===== config.mk =====
export PLATFORM = sky130hd
export DESIGN_NAME = interval_timer64
export DESIGN_NICKNAME = d
export VERILOG_FILES = /design/src/rtl/ivt_pkg.sv /design/src/rtl/ivt_ctrl.sv /design/src/rtl/ivt_datapath.sv /design/src/rtl/interval_timer64.sv
export SDC_FILE = /design/constraint.sdc
export NUM_CORES = 1
export LEC_CHECK = 0
export BUFFER_PORTS_ARGS = -buffer_cell sky130_fd_sc_hd__buf_2
export CORE_MARGIN = 2
export CORE_UTILIZATION = 60
export CTS_BUF_LIST = sky130_fd_sc_hd__clkbuf_16
export DETAILED_ROUTE_END_ITERATION = 7
export MAX_ROUTING_LAYER = met4
export PLACE_DENSITY = 0.79
export SLEW_MARGIN = 20
export SYNTH_ARGS = -nofsm -noshare
export SYNTH_HDL_FRONTEND = slang
export SYNTH_SLANG_ARGS = --single-unit

===== constraint.sdc =====
create_clock -name clk -period 5 [get_ports clk]
set_input_delay 1.5 -clock clk [delete_from_list [all_inputs] [get_ports clk]]
set_output_delay 1.5 -clock clk [all_outputs]
set_load 0.02 [all_outputs]

===== src/rtl/ivt_pkg.sv =====
package ivt_pkg;
  parameter int unsigned BUS_W  = 32;
  parameter int unsigned CNT_W  = 2 * BUS_W;
  parameter int unsigned PRES_W = 4;
  parameter int unsigned ADDR_W = 6;

  localparam logic [ADDR_W-1:0] ADR_CTRL  = ADDR_W'(6'h00);
  localparam logic [ADDR_W-1:0] ADR_MODE  = ADDR_W'(6'h04);
  localparam logic [ADDR_W-1:0] ADR_PERLO = ADDR_W'(6'h08);
  localparam logic [ADDR_W-1:0] ADR_PERHI = ADDR_W'(6'h0C);
  localparam logic [ADDR_W-1:0] ADR_IEN   = ADDR_W'(6'h10);
  localparam logic [ADDR_W-1:0] ADR_STAT  = ADDR_W'(6'h1C);
  localparam logic [ADDR_W-1:0] ADR_CNTLO = ADDR_W'(6'h20);
  localparam logic [ADDR_W-1:0] ADR_CNTHI = ADDR_W'(6'h24);

  localparam int unsigned CTL_START_B   = 0;
  localparam int unsigned CTL_SWRST_B   = 8;
  localparam int unsigned MODE_CONT_B   = 0;
  localparam int unsigned MODE_ALT_B    = 3;
  localparam int unsigned MODE_PRES_LSB = 8;

  // Strobes and settings handed from the register side to the counting side.
  typedef struct packed {
    logic              start;
    logic              swrst;
    logic              cont;
    logic              altSel;
    logic [PRES_W-1:0] presc;
    logic [CNT_W-1:0]  period;
  } ivtCtl_t;
endpackage


===== src/rtl/ivt_ctrl.sv =====
module ivt_ctrl
  import ivt_pkg::*;
(
  input  logic              clk,
  input  logic              rstN,
  input  logic [ADDR_W-1:0] busAddr,
  input  logic              busWe,
  input  logic [BUS_W-1:0]  busWdata,
  input  logic              busRe,
  output logic [BUS_W-1:0]  busRdata,
  input  logic [CNT_W-1:0]  count,
  input  logic              perEvt,
  output ivtCtl_t           ctl,
  output logic              irqOut
);
  localparam int unsigned HI_W = CNT_W - BUS_W;

  logic              modeCont;
  logic              modeAlt;
  logic [PRES_W-1:0] modePres;
  logic [HI_W-1:0]   perStage;
  logic [CNT_W-1:0]  period;
  logic              ierEn;
  logic              pending;
  logic [HI_W-1:0]   snapHi;
  logic              ctrlWr;
  logic              statRd;
  logic              loRd;

  assign ctrlWr = busWe && (busAddr == ADR_CTRL);
  assign statRd = busRe && (busAddr == ADR_STAT);
  assign loRd   = busRe && (busAddr == ADR_CNTLO);

  // Reset takes precedence over start within one control write.
  assign ctl.swrst  = ctrlWr && busWdata[CTL_SWRST_B];
  assign ctl.start  = ctrlWr && busWdata[CTL_START_B] && !busWdata[CTL_SWRST_B];
  assign ctl.cont   = modeCont;
  assign ctl.altSel = modeAlt;
  assign ctl.presc  = modePres;
  assign ctl.period = period;

  // Configuration registers; software reset leaves them untouched.
  always_ff @(posedge clk or negedge rstN) begin
    if (!rstN) begin
      modeCont <= 1'b0;
      modeAlt  <= 1'b0;
      modePres <= '0;
      perStage <= '0;
      period   <= '0;
      ierEn    <= 1'b0;
    end else if (busWe) begin
      case (busAddr)
        ADR_MODE: begin
          modeCont <= busWdata[MODE_CONT_B];
          modeAlt  <= busWdata[MODE_ALT_B];
          modePres <= busWdata[MODE_PRES_LSB +: PRES_W];
        end
        ADR_PERHI: perStage <= busWdata[HI_W-1:0];
        ADR_PERLO: period   <= {perStage, busWdata};
        ADR_IEN:   ierEn    <= busWdata[0];
        default: ;
      endcase
    end
  end

  // Pending flag: reset, then a new event, then a clearing read.
  always_ff @(posedge clk or negedge rstN) begin
    if (!rstN) begin
      pending <= 1'b0;
    end else if (ctl.swrst) begin
      pending <= 1'b0;
    end else if (perEvt) begin
      pending <= 1'b1;
    end else if (statRd) begin
      pending <= 1'b0;
    end
  end

  // High half captured by the low-half read.
  always_ff @(posedge clk or negedge rstN) begin
    if (!rstN) begin
      snapHi <= '0;
    end else if (ctl.swrst) begin
      snapHi <= '0;
    end else if (loRd) begin
      snapHi <= count[CNT_W-1:BUS_W];
    end
  end

  always_comb begin
    busRdata = '0;
    if (busRe) begin
      case (busAddr)
        ADR_MODE: begin
          busRdata[MODE_CONT_B]                 = modeCont;
          busRdata[MODE_ALT_B]                  = modeAlt;
          busRdata[MODE_PRES_LSB +: PRES_W]     = modePres;
        end
        ADR_PERLO: busRdata = period[BUS_W-1:0];
        ADR_PERHI: busRdata = perStage;
        ADR_IEN:   busRdata[0] = ierEn;
        ADR_STAT:  busRdata[0] = pending;
        ADR_CNTLO: busRdata = count[BUS_W-1:0];
        ADR_CNTHI: busRdata = snapHi;
        default:   busRdata = '0;
      endcase
    end
  end

  assign irqOut = pending && ierEn;
endmodule


===== src/rtl/ivt_datapath.sv =====
module ivt_datapath
  import ivt_pkg::*;
(
  input  logic             clk,
  input  logic             rstN,
  input  ivtCtl_t          ctl,
  input  logic             altTick,
  output logic [CNT_W-1:0] count,
  output logic             perEvt
);
  logic [PRES_W-1:0] presCnt;
  logic              running;
  logic              selTick;
  logic              divTick;
  logic              atTerm;

  assign selTick = ctl.altSel ? altTick : 1'b1;
  assign divTick = running && selTick && (presCnt >= ctl.presc);
  assign atTerm  = (count == ctl.period);
  assign perEvt  = divTick && atTerm;

  always_ff @(posedge clk or negedge rstN) begin
    if (!rstN) begin
      running <= 1'b0;
      presCnt <= '0;
      count   <= '0;
    end else if (ctl.swrst) begin
      running <= 1'b0;
      presCnt <= '0;
      count   <= '0;
    end else if (ctl.start) begin
      running <= 1'b1;
      presCnt <= '0;
      count   <= '0;
    end else if (running && selTick) begin
      if (divTick) begin
        presCnt <= '0;
        if (atTerm) begin
          if (ctl.cont) begin
            count <= '0;
          end else begin
            running <= 1'b0;
          end
        end else begin
          count <= count + 1'b1;
        end
      end else begin
        presCnt <= presCnt + 1'b1;
      end
    end
  end
endmodule


===== src/rtl/interval_timer64.sv =====
module interval_timer64
  import ivt_pkg::*;
(
  input  logic              clk,
  input  logic              rstN,
  input  logic              altTick,
  input  logic [ADDR_W-1:0] busAddr,
  input  logic              busWe,
  input  logic [BUS_W-1:0]  busWdata,
  input  logic              busRe,
  output logic [BUS_W-1:0]  busRdata,
  output logic              irqOut
);
  ivtCtl_t          ctl;
  logic [CNT_W-1:0] count;
  logic             perEvt;

  ivt_ctrl ctrlI (
    .clk      (clk),
    .rstN     (rstN),
    .busAddr  (busAddr),
    .busWe    (busWe),
    .busWdata (busWdata),
    .busRe    (busRe),
    .busRdata (busRdata),
    .count    (count),
    .perEvt   (perEvt),
    .ctl      (ctl),
    .irqOut   (irqOut)
  );

  ivt_datapath dpI (
    .clk     (clk),
    .rstN    (rstN),
    .ctl     (ctl),
    .altTick (altTick),
    .count   (count),
    .perEvt  (perEvt)
  );
endmodule


==> results list, run 1 <==
- Count of cells resized by post-cts repair: 0
- Entering global routing, the biggest net connects 109 pins.
- Leaving out fill and tap cells, the most frequent cell in the layout is sky130_fd_sc_hd__dfrtp_1.
* Area delta synth->final: 11.54%
- DIE AREA: between 15000 and 20000 sq um
* Half-perimeter wire length of the detailed placement result: ~21000 um
* Number of nets with antenna violations after detailed routing: 0
- The die is about 140 um tall.
- Last weighted congestion value of the routability-driven placer: 0.9375
* Clock-pin slew on the worst setup and hold paths: about 0.060 ns
- Arrival time worst endpoint: just over 3 ns
- In this run, the number of DRC markers left after iteration 0 of detailed routing was about 1200.
- Count of flip-flops with a built-in enable after synthesis: 0
- Sequential share of the synthesized area: 47.58%
- Power spread over the standard cell area amounts to about 330 nW/um^2.
- Critical Path Source Type: input pin
- Congestion Overflow GR: 0
- RSZ-0062 raised after global routing: no
- After the flow finishes, the layout carries non-filler instances totaling approximately 1400.
- The worst path needs 4.549 ns of the cycle, external delays included.
* Total GRT Usage: approximately 33%
- Post-synthesis async set-or-reset flop share: 100.0%
* Die width: between 100 and 150 um
- Overall power consumption after layout is estimated at a little under 4 mW.
- Setup Skew: 0.01712 ns
- Timing analysis after detailed placement gives a worst setup slack of slightly above 0.5 ns.
* Crit end category: output pin
- The flow ran to the end, but the final reports show violations.
* Leakage component of the power: 5.508 nW
* Starting density of the core: between 60% and 70%
- Highest clock rate: approximately 220 MHz
* Ratio of cells with drive above 1 in the final layout: between 20 and 25%
* Tightest Pin Transition: between 1 and 1.5 ns
- Maximum clock insertion buffer count: 3
* Number of endpoints failing setup at the final stage: 0
- In the routed layout, each cell is associated on average with a via count of between 6 and 7.
- For this block, the via count after detailed routing is roughly 9200.
- The initialized floorplan defines between 40 and 50 standard-cell rows.
- In this run the cell area measured after placement is around 11000 sq um.
- The number of failing hold endpoints at the final stage is 0.
- In the layout the commonest cells are sky130_fd_sc_hd__dfrtp_1, sky130_fd_sc_hd__nand2_1, sky130_fd_sc_hd__mux2_2.
- Violated checks: design-rule violations
* Max VDD drop: 311.6 uV
- Wire length per cell: between 20 and 25 um
- In the synthesized netlist the dominant register cell turns out to be sky130_fd_sc_hd__dfrtp_1.
- Summed over all failing endpoints, the final setup total negative slack is 0 ns.
* Ports: between 70 and 80
- Peak fanout along the critical path: 32
- First-pass GRT wire length: around 50000 um
- The via count of the first global-routing pass is around 9000.
* Flop and latch count out of synthesis: approximately 210
- Per-instance average area after synthesis: just under 10 sq um
- Clk Latency, worst-skew pair: between 0.5 and 0.6 ns
- Buffers inserted during clock tree synthesis total 22.
* Core footprint: 17780 sq um
- Ys Warns: 0
- Required time at the endpoint of the critical path: 3.50 ns
* Synth Cell Area: approximately 11000 sq um
* Setup repair bufs after CTS: 0
- Hold WC Path Type: register to register
- IO buf count: 75
- The number of placed instances, taps included, is between 1000 and 1500.
* Hold buffers post-CTS: 0
- The number of antenna diodes in the final layout is 0.
- CTS placed an instance of sky130_fd_sc_hd__clkbuf_16 at the clock tree root.
- Initial antenna violation count: 0
- Synthesis produced 1087 cells.
- Post-route clock period utilization: 90.97%
- After layout, the worst setup slack is between 0.4 and 0.5 ns.
* Post-synthesis net count: ~1100
* Max-Slew Margin vs Limit: between 20% and 30%
- The pre-antenna-repair detailed-routing pass consisted of 8 iterations.
* Final Routed Wirelength: 30850 um
- Number of max-slew violations in the final report: 0
* Worst Path Class, Setup: input pin to output pin
- CTS H-Tree Depth: 1
* Clock tree from TritonCTS: yes
- The final layout contains between 1000 and 1500 nets.
- Number of library cell types mapped by synthesis: 49
- Maxcap violations: 0
- Post-route cell area: ~12000 sq um
- After detailed routing, the number of remaining DRC violations is 5.
- Count of clock tree sinks: between 200 and 250
-- per-stage QoR --
stage / util [%] / hold WS (ns)
floorplan: - / 0.4890
global placement: 63.74 / 0.5071
detailed placement: 63.74 / 0.5134
CTS: 67.60 / 0.5265
global route: 67.64 / 0.5484
finish: 67.64 / 0.5292
-- cell usage after synthesis (7+ instances only) --
cell type,n,area [sq um]
sky130_fd_sc_hd__a21oi_1,70,350.3
sky130_fd_sc_hd__a222oi_1,33,330.3
sky130_fd_sc_hd__and3_1,20,125.1
sky130_fd_sc_hd__buf_2,17,85.08
sky130_fd_sc_hd__buf_4,7,52.55
sky130_fd_sc_hd__clkbuf_1,54,202.7
sky130_fd_sc_hd__dfrtp_1,205,5130
sky130_fd_sc_hd__inv_1,17,63.81
sky130_fd_sc_hd__mux2_2,103,1160
sky130_fd_sc_hd__mux2i_1,22,220.2
sky130_fd_sc_hd__nand2_1,153,574.3
sky130_fd_sc_hd__nand3_1,47,235.2
sky130_fd_sc_hd__nand4_1,29,181.4
sky130_fd_sc_hd__nor2_1,28,105.1
sky130_fd_sc_hd__nor3_1,25,125.1
sky130_fd_sc_hd__nor3b_1,8,60.06
sky130_fd_sc_hd__nor4_1,22,137.6
sky130_fd_sc_hd__o21ai_0,68,340.3
sky130_fd_sc_hd__o21ai_1,11,55.05
sky130_fd_sc_hd__o31ai_1,11,82.58
sky130_fd_sc_hd__xor2_1,67,586.8
-- final cells by class --
class / instances / area [sq um]
sequential: 205 / 5130
inverter: 17 / 63.81
fill: 1340 / 5754
timing repair buffer: 99 / 589.3
clock buffer: 23 / 575.6
multi-input combinational: 782 / 5269
tap: 229 / 286.5
clock inverter: 17 / 111.4
-- worst max-delay path: stages --
cell and delay (ns):
sky130_fd_sc_hd__buf_2 0.16, sky130_fd_sc_hd__nor2b_1 0.25, sky130_fd_sc_hd__nor3b_2 0.30, sky130_fd_sc_hd__buf_12 0.24
sky130_fd_sc_hd__a222oi_1 0.13, sky130_fd_sc_hd__a21oi_1 0.25, sky130_fd_sc_hd__buf_2 0.21
-- path summary, 6_finish.rpt --
check                                    to  depth (start not counted)              from  slack (ns)
max                             busRdata[7]                          7        busAddr[5]        0.45
min                        ctrlI.period[47]                          1  ctrlI.period[47]        0.53
max reg2reg                    dpI.count[3]                          8     dpI.count[33]        1.61
min reg2reg                ctrlI.period[47]                          1  ctrlI.period[47]        0.53
max in group asynchronous  ctrlI.period[39]                          2              rstN        2.94
min in group asynchronous    dpI.presCnt[0]                          1              rstN        1.11
-- sequential cells by signal (all words and copies together) (netlist names), 4 cells and up --
| name | cells |
|---|---|
| ctrlI.modePres | 4 |
| dpI.presCnt | 4 |
| ctrlI.perStage | 32 |
| ctrlI.period | 64 |
| ctrlI.snapHi | 32 |
| dpI.count | 64 |
-- cell families (layout without fill, tap and decap cells) --
group	after synthesis	after routing	synth area share [%]
muxes	125	125	12.80
buffers and inverters	100	156	3.992
and+or+nand+nor	364	364	16.79
xor gates and xnor gates	67	67	5.443
AOI/OAI and AO/OA	220	220	12.70
adders and majority gates	6	6	0.6963
DFF	205	205	47.58
-- power by group --
group / leakage, nW / switching [mW] / total, mW / internal (mW)
Clock: 0.354 / 0.678 / 1.57 / 0.887
Sequential: 2.74 / 0.144 / 1.93 / 1.79
Combinational: 2.41 / 0.249 / 0.416 / 0.167
Total: 5.51 / 1.07 / 3.91 / 2.84
-- metal layers --
metal | vias up | global-route usage, % | wire (um)
li1 | 4021 | - | -
met1 | 4525 | 47.25 | 12350
met2 | 545 | 48.93 | 13960
met3 | 97 | 5.126 | 3309
met4 | 0 | 12.08 | 1226
met5 | - | - | 0
Note: power is estimated with default switching activity, not from simulation.
==> run 2: changes to the inputs <==
ABC_AREA = 1   (was not set)
==> run 2 against run 1 <==
Net effect: the run now ends clean; maximum frequency decreased by 1.6%; final area up 13%; sequential cell count stayed put; hold slack worse by 0.041 ns; worst setup slack worse by 0.073 ns; clock skew fell by 0.0042 ns; critical path depth up 3; clock power increased by 9.6%; largest power group unchanged; highest routed layer unchanged.
==> results list, run 2 <==
* Longest individual stage delay on the worst path: 0.25 ns (was 0.30 ns)
- Most instantiated flip-flop cell in the synthesis netlist: sky130_fd_sc_hd__dfrtp_1 (unchanged)
- The slew of the pin with the lowest slew margin is 0.7257 ns (was 1.103 ns).
- Top cells by instance count after synthesis: sky130_fd_sc_hd__nand2_1, sky130_fd_sc_hd__nor2_1, sky130_fd_sc_hd__inv_1 (was sky130_fd_sc_hd__dfrtp_1, sky130_fd_sc_hd__nand2_1, sky130_fd_sc_hd__mux2_2).
- The largest clock skew in the final design came to 0.01296 ns (was 0.01712 ns).
- Core footprint: 20170 sq um (was 17780 sq um)
- CTS H-Tree Depth: 1 (unchanged)
- The area growth from synthesis to final layout came to 11.01% (was 11.54%).
- The most frequent cell after synthesis was sky130_fd_sc_hd__nand2_1 (was sky130_fd_sc_hd__dfrtp_1).
- The signal arrival time at the worst endpoint came to 3.12 ns (was 3.05 ns).
- The post-detailed-route count of antenna-violating nets was 0 (unchanged).
- The sum of met2 wire segment lengths after detailed routing came to 16970 um (was 13960 um).
- The top-level I/O count was 76 (unchanged).
- Count of nets after finishing: 1853 (was 1176)
* Pwr dens: 318.2 nW/um^2 (was 325.2 nW/um^2)
- The number of warnings issued by yosys is 0 (unchanged).
* Flop2flop setup slack: 2.16 ns (was 1.61 ns)
- The number of CTS-inserted buffers was 23 (was 22).
- The ratio of final minimum period to clock period was 92.43% (was 90.97%).
* Area share of the largest cell type after synthesis: 41.87% (was 47.58%)
- Congestion Overflow GR: 0 (unchanged)
- The routed metal-1 wire length came to 16430 um (was 12350 um).
- Worst Slack Setup Final: 0.3786 ns (was 0.4514 ns)
- RSZ-0062 raised after global routing: no (unchanged).
* Total GRT Usage: 37.81% (was 33.22%)
* Leakage component of the power: 6.657 nW (was 5.508 nW)
* Hold buffers post-CTS: 0 (unchanged)
* Count of flip-flops with a built-in enable after synthesis: 0 (unchanged)
* Most frequent standard cell in the layout excluding fill and tap cells: sky130_fd_sc_hd__nand2_1 (was sky130_fd_sc_hd__dfrtp_1)
- Largest cells by area after synthesis: sky130_fd_sc_hd__dfrtp_1, sky130_fd_sc_hd__nand2_1, sky130_fd_sc_hd__nor2_1 (was sky130_fd_sc_hd__dfrtp_1, sky130_fd_sc_hd__mux2_2, sky130_fd_sc_hd__xor2_1).
- The clock latency reported for the late side of the worst-skew pair is 0.53 ns (was 0.51 ns).
- Total negative slack: 0 ns (unchanged)
- The count of buffering cells on the critical path with inverters included came to 5 (was 3).
- The highest metal layer with signal wires is met4 (unchanged).
- The critical path class was input pin to output pin (unchanged).
- The estimated wirelength of the detail-placed design came to 28900 um (was 21050 um).
* Per-instance average area after synthesis: 6.923 sq um (was 9.919 sq um)
- The kind of start point of the critical path is an input pin (unchanged).
- The via count of the first global-routing pass came to 11410 (was 9057).
* Synth Cell Area: 12250 sq um (was 10780 sq um)
- Antenna fix cells: 0 (unchanged)
- The fraction of layout cells with a size suffix above 1 was 8.297% (was 22.05%).
- The post-CTS setup repair buffer count is 0 (unchanged).
* Post-synthesis cell count: 1770 (was 1087)
- The pin count of the biggest net entering global routing came to 81 (was 109).
* Hold slack: 0.4882 ns (was 0.5292 ns)
- The number of failing hold endpoints at the final stage came to 0 (unchanged).
* Depth of the worst register-to-register path: 12 (was 8)
- Top library cells by usage in the layout, fill and taps aside: sky130_fd_sc_hd__nand2_1, sky130_fd_sc_hd__nor2_1, sky130_fd_sc_hd__inv_1 (was sky130_fd_sc_hd__dfrtp_1, sky130_fd_sc_hd__nand2_1, sky130_fd_sc_hd__mux2_2).
- The total via count in the routed design is 12060 (was 9188).
- The die area was 21580 sq um (was 19060 sq um).
- Detailed Routing Iterations Pass 1: 7 (was 8)
- The endpoint of the worst hold path is ctrlI.perStage[9] (was ctrlI.period[47]).
- Required time at the endpoint of the critical path: 3.50 ns (about the same)
- The register bit count reported by yosys was 205 (unchanged).
* Die width: 146.9 um (was 138.1 um)
- The kind of cell adding the most delay to the critical path is buffers and inverters (unchanged).
- Run status: finished clean (was finished, violations left).
- Number of cells on the worst hold path: 2 (was 1)
- Registers with the highest flip-flop counts: ctrlI.period (64), dpI.count (64) (unchanged).
- The starting DRC count in detailed routing was 1243 (was 1216).
- FF-to-FF End: dpI.count[39] (was dpI.count[3])
* Highest clock rate: 216.4 MHz (was 219.9 MHz)
- The count of pins over their slew limit is 0 (unchanged).
* Clock-pin slew on the worst setup and hold paths: 0.06 ns (about the same)
- The total wirelength of the detailed-routed design came to 39040 um (was 30850 um).
- The distinct cell type count after synthesis is 34 (was 49).
* Series of cell instances along the critical path: buf_2 -> nor2_1 -> inv_1 -> nor2_1 -> nand2_1 -> inv_1 -> buf_4 -> a221oi_1 -> a21oi_1 -> buf_2 (was buf_2 -> nor2b_1 -> nor3b_2 -> buf_12 -> a222oi_1 -> a21oi_1 -> buf_2)
- The number of gates resized after cts came to 0 (unchanged).
* Number of placement rows: 52 (was 49)
* IO buf count: 75 (unchanged)
- The endpoint class of the critical path was an output pin (unchanged).
- The remaining max-slew budget at the tightest pin is 51.62% (was 26.47%).
* Clock tree from TritonCTS: yes (unchanged)
- Worst hold path startpoint: ctrlI.perStage[9] (was ctrlI.period[47])
* Routed wl met3: 4385 um (was 3309 um)
- The routability congestion estimate from global placement came to 1.020 (was 0.9375).
- The max-capacitance violation count came to 0 (unchanged).
* Maximum clock insertion buffer count: 3 (unchanged)
- Sequential share of the synthesized area: 41.87% (was 47.58%)
- The DRC violations left came to 0 (was 5).
- Wire length per cell: 18.68 um (was 22.48 um)
* Number of endpoints failing setup at the final stage: 0 (unchanged)
- The maximum vdd drop came to 308.7 uV (was 311.6 uV).
- DR vias/cell: 5.772 (was 6.697)
- The floorplan die height came to 146.9 um (was 138.1 um).
* Post-synthesis net count: 1819 (was 1136)
- Count of clock tree sinks: 205 (unchanged)
- Source of the worst register-to-register timing path: dpI.count[54] (was dpI.count[33])
* Post-synthesis async set-or-reset flop share: 100.0% (unchanged)
- The root buffer selected by CTS is sky130_fd_sc_hd__clkbuf_16 (unchanged).
* Slowest cell on the critical path: sky130_fd_sc_hd__buf_4 (was sky130_fd_sc_hd__nor3b_2)
- Hold WC Path Type: register to register (unchanged)
- Peak fanout along the critical path: 15 (was 32)
- The number of antenna violations at the first check in global routing was 0 (unchanged).
- The time the final worst path needs with I/O delays and setup was 4.621 ns (was 4.549 ns).
- The wire length of the first global-routing pass came to 62370 um (was 49800 um).
- Starting density of the core: 60.75% (was 60.64%)
- Cell taking the most area after synthesis: sky130_fd_sc_hd__dfrtp_1 (unchanged)
* Worst slack after detailed placement: 0.4571 ns (was 0.5098 ns)
-- run 2: cell types whose count changed after synthesis, moves of 20 or more --
cell / change
sky130_fd_sc_hd__a222oi_1: -33
sky130_fd_sc_hd__nor2_1: +244
sky130_fd_sc_hd__o22ai_1: +59
sky130_fd_sc_hd__nand4_1: +37
sky130_fd_sc_hd__a21oi_1: -32
sky130_fd_sc_hd__o21ai_0: +66
sky130_fd_sc_hd__a221oi_1: +20
sky130_fd_sc_hd__nor4_1: -22
sky130_fd_sc_hd__nand2_1: +347
sky130_fd_sc_hd__inv_1: +211
sky130_fd_sc_hd__mux2i_1: -22
sky130_fd_sc_hd__mux2_2: -97
-- run 2: final cells by class --
| type | instances | area (sq um) |
|---|---|---|
| clock inverter | 18 | 175.2 |
| tap | 270 | 337.8 |
| fill | 1805 | 6568 |
| clock buffer | 23 | 575.6 |
| timing repair buffer | 99 | 614.3 |
| sequential | 205 | 5130 |
| inverter | 231 | 869.6 |
| multi-input combinational | 1244 | 5899 |
-- run 2: worst max path at each step --
stage	startpoint	end	cells after the start
floorplan	busAddr[1]	busRdata[7]	8
global placement	busAddr[1]	busRdata[3]	10
detailed placement	busAddr[1]	busRdata[3]	10
CTS	busAddr[1]	busRdata[3]	10
global route	busAddr[1]	busRdata[3]	10
finish	busAddr[1]	busRdata[3]	10
-- run 2: where the power goes --
part           total (mW)  switching (mW)  internal, mW
combinational       0.610           0.392         0.218
clock                1.72           0.719         0.996
sequential           2.00           0.150          1.85
-- run 2: cell families after synthesis --
family,Yosys count,share of synthesized area [%]
flops,205,41.87
fa+ha+maj,6,0.6127
simple gates,903,29.90
xor+xnor,63,4.503
compound gates,266,12.38
mux,6,0.5514
buf+inv,321,10.19
-- run 2: per-stage QoR --
step / instance area, sq um / util, % / total power, mW / cells
floorplan: 12250 / - / 2.386 / 1770
global placement: 12840 / 63.67 / 2.591 / 2049
detailed placement: 12840 / 63.67 / 2.621 / 2049
CTS: 13590 / 67.39 / 4.321 / 2090
global route: 13600 / 67.44 / 4.509 / 2090
finish: 13600 / 67.44 / 4.328 / 2090
-- run 2: worst register-to-register path, stage by stage, from the launching register on --
cell,delay [ns]
sky130_fd_sc_hd__dfrtp_1,0.52
sky130_fd_sc_hd__inv_1,0.21
sky130_fd_sc_hd__nand2_1,0.11
sky130_fd_sc_hd__nand2_1,0.05
sky130_fd_sc_hd__nor2_1,0.10
sky130_fd_sc_hd__nand2_1,0.06
sky130_fd_sc_hd__nor2_1,0.21
sky130_fd_sc_hd__nand2_1,0.10
sky130_fd_sc_hd__nor2_1,0.22
sky130_fd_sc_hd__nand3_1,0.13
sky130_fd_sc_hd__nand2_2,0.53
sky130_fd_sc_hd__buf_12,0.31
sky130_fd_sc_hd__o21ai_0,0.16
-- run 2: per-layer routing --
| metal | global-route usage [%] | vias up |
|---|---|---|
| li1 | - | 5712 |
| met1 | 53.69 | 5644 |
| met2 | 54.53 | 624 |
| met3 | 8.789 | 84 |
| met4 | 11.30 | 0 |
| met5 | - | - |
